--- config.mk ---
export PLATFORM = sky130hd
export DESIGN_NAME = pkt_page_alloc
export DESIGN_NICKNAME = d
export VERILOG_FILES = /design/src/rtl/pa_pkg.sv /design/src/rtl/pa_size_calc.sv /design/src/rtl/pa_page_map.sv /design/src/rtl/pa_pkt_table.sv /design/src/rtl/pkt_page_alloc.sv
export SDC_FILE = /design/constraint.sdc
export NUM_CORES = 1
export LEC_CHECK = 0
export ABC_AREA = 1
export BUFFER_PORTS_ARGS = -buffer_cell sky130_fd_sc_hd__buf_2
export CORE_MARGIN = 4
export CORE_UTILIZATION = 36
export CTS_CLUSTER_SIZE = 40
export DETAILED_ROUTE_END_ITERATION = 7
export HOLD_SLACK_MARGIN = 0.15
export PLACE_DENSITY = 0.64
export RECOVER_POWER = 50
export SETUP_SLACK_MARGIN = 0.4
export SLEW_MARGIN = 40
export SYNTH_ARGS = -nofsm -noshare
export SYNTH_HDL_FRONTEND = slang
export SYNTH_HIERARCHICAL = 1
export SYNTH_SLANG_ARGS = --single-unit
--- constraint.sdc ---
create_clock -name clk -period 3 [get_ports clk]
set_input_delay 0.75 -clock clk [delete_from_list [all_inputs] [get_ports clk]]
set_output_delay 0.75 -clock clk [all_outputs]
set_load 0.02 [all_outputs]
--- src/rtl/pa_pkg.sv ---
package pa_pkg;
    typedef enum logic [1:0] {
        OP_NONE    = 2'd0,
        OP_ALLOC   = 2'd1,
        OP_RELEASE = 2'd2,
        OP_RESET   = 2'd3
    } pa_op_e;

    typedef enum logic {
        ST_IDLE = 1'b0,
        ST_SCAN = 1'b1
    } pa_state_e;

    localparam int RES_W    = 8;
    localparam int FAIL_BIT = 7;
endpackage

--- src/rtl/pa_size_calc.sv ---
module pa_size_calc #(
    parameter int BYTES_W    = 13,
    parameter int PAGE_BYTES = 256,
    parameter int OVERHEAD   = 6,
    localparam int NEED_W    = BYTES_W + 1
) (
    input  logic [BYTES_W-1:0] bytes_i,
    output logic [NEED_W-1:0]  pages_o
);
    localparam int SH    = $clog2(PAGE_BYTES);
    localparam int SUM_W = BYTES_W + 2;

    logic [SUM_W-1:0] sum_d;

    // round up after adding the header room
    always_comb begin
        sum_d   = SUM_W'(bytes_i) + SUM_W'(OVERHEAD + PAGE_BYTES - 1);
        pages_o = NEED_W'(sum_d >> SH);
    end
endmodule

--- src/rtl/pa_page_map.sv ---
module pa_page_map #(
    parameter int PAGES = 16
) (
    input  logic             clk,
    input  logic             rst_n,
    input  logic             clear_i,
    input  logic [PAGES-1:0] set_mask_i,
    input  logic [PAGES-1:0] clr_mask_i,
    output logic [PAGES-1:0] used_o
);
    logic [PAGES-1:0] used_d, used_q;

    always_comb begin
        if (clear_i) used_d = '0;
        else         used_d = (used_q | set_mask_i) & ~clr_mask_i;
    end

    always_ff @(posedge clk or negedge rst_n) begin
        if (!rst_n) used_q <= '0;
        else        used_q <= used_d;
    end

    assign used_o = used_q;


    no_double_alloc_chk: assert property (@(posedge clk) disable iff (!rst_n)
        (|set_mask_i) |-> ((set_mask_i & used_q) == '0));


    free_only_owned_chk: assert property (@(posedge clk) disable iff (!rst_n)
        (|clr_mask_i) |-> ((clr_mask_i & ~used_q) == '0));
endmodule

--- src/rtl/pa_pkt_table.sv ---
module pa_pkt_table #(
    parameter int PKT_W = 5,
    parameter int IDX_W = 4,
    parameter int LEN_W = 5,
    localparam int NPKT = 1 << PKT_W
) (
    input  logic             clk,
    input  logic             rst_n,
    input  logic             clear_i,
    input  logic             wr_en_i,
    input  logic [PKT_W-1:0] wr_pkt_i,
    input  logic [IDX_W-1:0] wr_start_i,
    input  logic [LEN_W-1:0] wr_len_i,
    input  logic             inv_en_i,
    input  logic [PKT_W-1:0] inv_pkt_i,
    input  logic [PKT_W-1:0] rd_pkt_i,
    output logic             rd_valid_o,
    output logic [IDX_W-1:0] rd_start_o,
    output logic [LEN_W-1:0] rd_len_o,
    output logic             free_found_o,
    output logic [PKT_W-1:0] free_pkt_o,
    output logic [NPKT-1:0]  valid_o
);
    typedef struct packed {
        logic [NPKT-1:0]             valid;
        logic [NPKT-1:0][IDX_W-1:0] start;
        logic [NPKT-1:0][LEN_W-1:0] len;
    } tbl_t;

    tbl_t t_d, t_q;

    always_comb begin
        t_d = t_q;
        if (clear_i) begin
            t_d.valid = '0;
        end else begin
            if (wr_en_i) begin
                t_d.valid[wr_pkt_i] = 1'b1;
                t_d.start[wr_pkt_i] = wr_start_i;
                t_d.len[wr_pkt_i]   = wr_len_i;
            end
            if (inv_en_i) t_d.valid[inv_pkt_i] = 1'b0;
        end
    end

    always_ff @(posedge clk or negedge rst_n) begin
        if (!rst_n) t_q <= '0;
        else        t_q <= t_d;
    end

    // lowest number not currently held
    always_comb begin
        free_found_o = 1'b0;
        free_pkt_o   = '0;
        for (int i = NPKT - 1; i >= 0; i--) begin
            if (!t_q.valid[i]) begin
                free_found_o = 1'b1;
                free_pkt_o   = PKT_W'(i);
            end
        end
    end

    assign rd_valid_o = t_q.valid[rd_pkt_i];
    assign rd_start_o = t_q.start[rd_pkt_i];
    assign rd_len_o   = t_q.len[rd_pkt_i];
    assign valid_o    = t_q.valid;


    no_pkt_reuse_chk: assert property (@(posedge clk) disable iff (!rst_n)
        wr_en_i |-> !t_q.valid[wr_pkt_i]);


    inv_only_held_chk: assert property (@(posedge clk) disable iff (!rst_n)
        inv_en_i |-> t_q.valid[inv_pkt_i]);
endmodule

--- src/rtl/pkt_page_alloc.sv ---
module pkt_page_alloc
    import pa_pkg::*;
#(
    parameter int PAGES      = 16,
    parameter int PAGE_BYTES = 256,
    parameter int OVERHEAD   = 6,
    parameter int BYTES_W    = 13,
    parameter int PKT_W      = 5
) (
    input  logic               clk,
    input  logic               rst_n,
    input  logic               cmd_valid,
    input  logic [1:0]         cmd_op,
    input  logic [BYTES_W-1:0] cmd_bytes,
    input  logic [PKT_W-1:0]   cmd_pkt,
    input  logic               irq_mask,
    output logic               busy,
    output logic               alloc_done,
    output logic [7:0]         alloc_result,
    output logic               irq
);
    localparam int IDX_W  = $clog2(PAGES);
    localparam int LEN_W  = $clog2(PAGES + 1);
    localparam int NEED_W = BYTES_W + 1;
    localparam int NPKT   = 1 << PKT_W;
    localparam logic [RES_W-1:0] RES_FAIL = RES_W'(1) << FAIL_BIT;

    typedef struct packed {
        pa_state_e        st;
        logic [IDX_W-1:0] idx;
        logic [IDX_W-1:0] run_start;
        logic [NEED_W-1:0] run_len;
        logic [NEED_W-1:0] need;
        logic             done;
        logic [RES_W-1:0] result;
    } ctl_t;

    ctl_t c_d, c_q;

    pa_op_e            op;
    logic [NEED_W-1:0] need_w;
    logic [PAGES-1:0]  used;
    logic [PAGES-1:0]  set_mask, clr_mask;
    logic              clear_all, wr_en, inv_en, finish;
    logic              rd_valid, free_found;
    logic [IDX_W-1:0]  rd_start;
    logic [LEN_W-1:0]  rd_len;
    logic [PKT_W-1:0]  free_pkt;
    logic [NPKT-1:0]   pkt_valid;

    function automatic logic [PAGES-1:0] span(input logic [IDX_W-1:0] s,
                                              input logic [NEED_W-1:0] n);
        logic [PAGES-1:0] m;
        for (int i = 0; i < PAGES; i++)
            m[i] = (i >= int'(s)) && (i < int'(s) + int'(n));
        return m;
    endfunction

    pa_size_calc #(.BYTES_W(BYTES_W), .PAGE_BYTES(PAGE_BYTES), .OVERHEAD(OVERHEAD)) u_size (
        .bytes_i (cmd_bytes),
        .pages_o (need_w)
    );

    pa_page_map #(.PAGES(PAGES)) u_map (
        .clk        (clk),
        .rst_n      (rst_n),
        .clear_i    (clear_all),
        .set_mask_i (set_mask),
        .clr_mask_i (clr_mask),
        .used_o     (used)
    );

    pa_pkt_table #(.PKT_W(PKT_W), .IDX_W(IDX_W), .LEN_W(LEN_W)) u_tbl (
        .clk          (clk),
        .rst_n        (rst_n),
        .clear_i      (clear_all),
        .wr_en_i      (wr_en),
        .wr_pkt_i     (free_pkt),
        .wr_start_i   (c_q.run_start),
        .wr_len_i     (LEN_W'(c_q.need)),
        .inv_en_i     (inv_en),
        .inv_pkt_i    (cmd_pkt),
        .rd_pkt_i     (cmd_pkt),
        .rd_valid_o   (rd_valid),
        .rd_start_o   (rd_start),
        .rd_len_o     (rd_len),
        .free_found_o (free_found),
        .free_pkt_o   (free_pkt),
        .valid_o      (pkt_valid)
    );

    always_comb begin
        c_d       = c_q;
        op        = pa_op_e'(cmd_op);
        clear_all = 1'b0;
        set_mask  = '0;
        clr_mask  = '0;
        wr_en     = 1'b0;
        inv_en    = 1'b0;
        finish    = 1'b0;
        if (cmd_valid && op == OP_RESET) begin
            clear_all   = 1'b1;
            c_d.st      = ST_IDLE;
            c_d.done    = 1'b0;
            c_d.result  = '0;
            c_d.idx     = '0;
            c_d.run_len = '0;
        end else if (c_q.st == ST_IDLE) begin
            if (cmd_valid && op == OP_ALLOC) begin
                c_d.st        = ST_SCAN;
                c_d.need      = need_w;
                c_d.idx       = '0;
                c_d.run_start = '0;
                c_d.run_len   = '0;
                c_d.done      = 1'b0;
            end else if (cmd_valid && op == OP_RELEASE && rd_valid) begin
                clr_mask = span(rd_start, NEED_W'(rd_len));
                inv_en   = 1'b1;
            end
        end else begin
            if (!used[c_q.idx]) begin
                if (c_q.run_len + NEED_W'(1) == c_q.need) begin
                    finish = 1'b1;
                    if (free_found) begin
                        set_mask   = span(c_q.run_start, c_q.need);
                        wr_en      = 1'b1;
                        c_d.result = RES_W'(free_pkt);
                    end else begin
                        c_d.result = RES_FAIL;
                    end
                end else begin
                    c_d.run_len = c_q.run_len + NEED_W'(1);
                end
            end else begin
                c_d.run_len   = '0;
                c_d.run_start = c_q.idx + IDX_W'(1);
            end
            if (!finish && c_q.idx == IDX_W'(PAGES - 1)) begin
                finish     = 1'b1;
                c_d.result = RES_FAIL;
            end else if (!finish) begin
                c_d.idx = c_q.idx + IDX_W'(1);
            end
            if (finish) begin
                c_d.st   = ST_IDLE;
                c_d.done = 1'b1;
            end
        end
    end

    always_ff @(posedge clk or negedge rst_n) begin
        if (!rst_n) c_q <= '0;
        else        c_q <= c_d;
    end

    assign busy         = (c_q.st == ST_SCAN);
    assign alloc_done   = c_q.done;
    assign alloc_result = c_q.result;
    assign irq          = c_q.done & irq_mask;


    done_after_walk_chk: assert property (@(posedge clk) disable iff (!rst_n)
        $rose(c_q.done) |-> $past(c_q.st) == ST_SCAN);


    fail_keeps_map_chk: assert property (@(posedge clk) disable iff (!rst_n)
        ($rose(c_q.done) && c_q.result[FAIL_BIT]) |-> used == $past(used));


    success_owns_pkt_chk: assert property (@(posedge clk) disable iff (!rst_n)
        ($rose(c_q.done) && !c_q.result[FAIL_BIT]) |-> pkt_valid[c_q.result[PKT_W-1:0]]);


    reset_cmd_clears_chk: assert property (@(posedge clk) disable iff (!rst_n)
        (cmd_valid && cmd_op == 2'd3) |=> (used == '0 && !c_q.done && c_q.st == ST_IDLE));


    busy_release_ignored_chk: assert property (@(posedge clk) disable iff (!rst_n)
        (c_q.st == ST_SCAN && cmd_valid && cmd_op == 2'd2) |=> (($past(used) & ~used) == '0));
endmodule

==> impl_metrics.toml <==
[critical_path]
setup.worst_path.start = "u_tbl/valid_o[31]$_DFF_PN0_"
setup.reg_to_reg.worst_slack_ps = -270
crit_top_cell = "nand2_1"
critical_path.endpoint_type = "flop"
r2r-end = "u_tbl/t_q[56]$_DFFE_PN0P_"
max_stage_delay_ps = 370
cp.arrival_ps = 3720
cp_max_fo = 18
worst_path_max_delay_cell = "dfrtp_1"
worstPathRequired_ps = 3460
worstRegToRegCells = 38
critical_path.startpoint_type = "flop"
rr_startpoint = "u_tbl/valid_o[31]$_DFF_PN0_"
criticalPathCategory = "flop to flop"

[timing]
maximum_achievable_frequency_mhz = 306
period_needed_ps = 3270
hold_viol_final = 0
report.final.slew_viol_count = 0
timing.clock.skew_ps = 37.8
setup_failing_eps_final = 333
grt_setup_unrepaired = "yes"
layout_setup_ws_ps = -265
final.period_utilization_pct = 109
finalSetupTns_ps = -52730
slew_headroom_pct = 11.3
worstMarginPinSlew_ps = 1330

[run_status]
failed_checks = "negative setup slack"
status = "complete, but fails checks"

[route]
firstDrtPassIters = 6
post_drt_via_cell_ratio = 5.53
drt-wirelength-per-cell_um = 18.6
routed_antenna_nets = 0
num_vias = 18973
postRouteWirelength_um = 63900
drt_drc_violations_left = 0
first_iter_violations = 1955

[floorplan]
floorplan.initialDensity_pct = 36.7
die_height_um = 240
die-width_um = 240
die_area_sq_mm = 0.0578
placementRows = 84
io-pin-count = 35
coreArea_sq_mm = 0.0530

[grt]
number_of_global_route_vias_before_repair = 18534
global_route.usage.total_pct = 22.0
initial_antenna_violation_count = 0
grt_max_degree = 96
grt_first_pass_wirelength_um = 102000
global_route.overflow_total = 0

[final_layout]
multiInputGateArea_sq_mm = 0.00956
area.growth.synth_to_final_pct = 30.1
register_area_sq_mm = 0.00951
finalCoreUtilization_pct = 47.8
layout-drive-gt1-share_pct = 21.6
post_layout_net_count = 2748
antennaDiodeCount = 0
fillers = 4948

[yosys]
yosys_warnings = 6
synth.cell_area_sq_mm = 0.0194
netlist_instances = 2506
synthesis.area_per_instance_sq_um = 7.76

[pwr]
pwr-share-clk_pct = 39.8
comb_power_share_pct = 21.0
p_seq_share_pct = 39.2
swShare_pct = 31.7
total_switching_power_w = 0.00431
total_power_w = 0.0136
power.density_cell_area_mw_per_mm2 = 538
total_leakage_power_nw = 11.5
internal_power_w = 0.00930
irDropWorstVdd_mv = 0.394

[clocking]
cts.clk_slew.worst_paths_ps = 60
ctsLongestPathBuffers = 3
cts_tree = "done"
worstSkewPairLatency_ps = 600
ctsHtreeMaxLevel = 2
cts-root-buf = "clkbuf_16"
clock-sinks = 380
cts_buffers = 45

[placed_design]
placement.setup.worst_slack_ps = -970
place.detailed.hpwl_um = 41400
routability_congestion_estimate_from_global_placement = 0.967
buffers_on_ports = 32

[worst_hold_path]
worst_hold_startpoint = "u_tbl/t_q[92]$_DFFE_PN0P_"
hp-class = "flop to flop"
hold_depth = 2
hold_end = "u_tbl/t_q[92]$_DFFE_PN0P_"

[job]
timing.max_cap.violations = 0
critical path, delay by kind of cell (launching register included):
kind,cells,cell delay [ps]
AND/OR/NAND/NOR,33,2120
AO/OA/AOI/OAI,2,260
flip-flops,1,370
buffers and inverters,3,370
worst max path at each step:
stage                     slack [ps]  depth (start not counted)                          to
final                           -270                         38   u_tbl/t_q[56]$_DFFE_PN0P_
after global routing            -630                         39  u_tbl/t_q[154]$_DFFE_PN0P_
after CTS                       -220                         39  u_tbl/t_q[245]$_DFFE_PN0P_
after detailed placement        -970                         21   u_map/used_o[2]$_DFF_PN0_
after global placement          -940                         21   u_map/used_o[2]$_DFF_PN0_
after floorplan                 -400                         22   u_map/used_o[8]$_DFF_PN0_
sequential cells by signal (all words and copies together) (netlist names):
register	flops
u_tbl/t_q	288
u_map/used_o	16
u_tbl/valid_o	32
alloc_done	1
busy	1
c_q	36
alloc_result	6
placed cells by master, fill, tap and decap left out, drive strengths merged, types with 3 or more instances in the layout:
cell type  count
nand2        579
o21ai        500
dfrtp        380
nor2         340
buf          297
inv          160
nand3        117
clkbuf        64
o221ai        54
a21oi         48
nor3          33
o22ai         25
o221a         23
nand4         22
clkinv        16
a31oi         11
conb          10
ha            10
a32oi          9
nor4           4
mux2           4
clkinvlp       4
a211oi         4
o211ai         3
nand3b         3
bufbuf         3
layer usage:
layer  up-vias  track usage [%]  wire length (um)
met2       826             35.0             29800
met3       144             3.57              4780
met4         0             7.92              2020
li1       8866                -                 -
met5         -                0                 0
met1      9137             30.4             27300
timing repair:
item                       in CTS  in global routing
hold buffers                    1                  0
hold endpoints to repair       42                  0
resized for setup             131                  7
buffers inserted               29                  0
setup endpoints to repair     337                360
pin swaps                      34                  2
cloned                         18                  0
area by class of cell:
class	instances	area share [%]
flip-flops and latches	380	37.6
well taps	688	3.40
repair buffers	306	12.7
clock inverters	20	0.836
repair inverters	3	0.104
clock buffers	59	5.02
multi-input cells	1817	37.8
inverters	159	2.54
power by group through the flow:
stage                     combinational, W  clock [W]  sequential, W
after floorplan                    0.00149          0        0.00542
after global placement             0.00254          0        0.00543
after detailed placement           0.00259          0        0.00543
after CTS                          0.00283    0.00552        0.00534
after global routing               0.00309    0.00576        0.00536
final                              0.00285    0.00542        0.00534
metrics by stage:
step	cells	hold WS, ps	instance area [sq um]
final	3432	486	25300
after global routing	3432	502	25300
after CTS	3432	487	25300
after detailed placement	3305	473	22700
after global placement	3305	465	22700
after floorplan	2514	448	20400
Power figures use the tool's default switching activity.
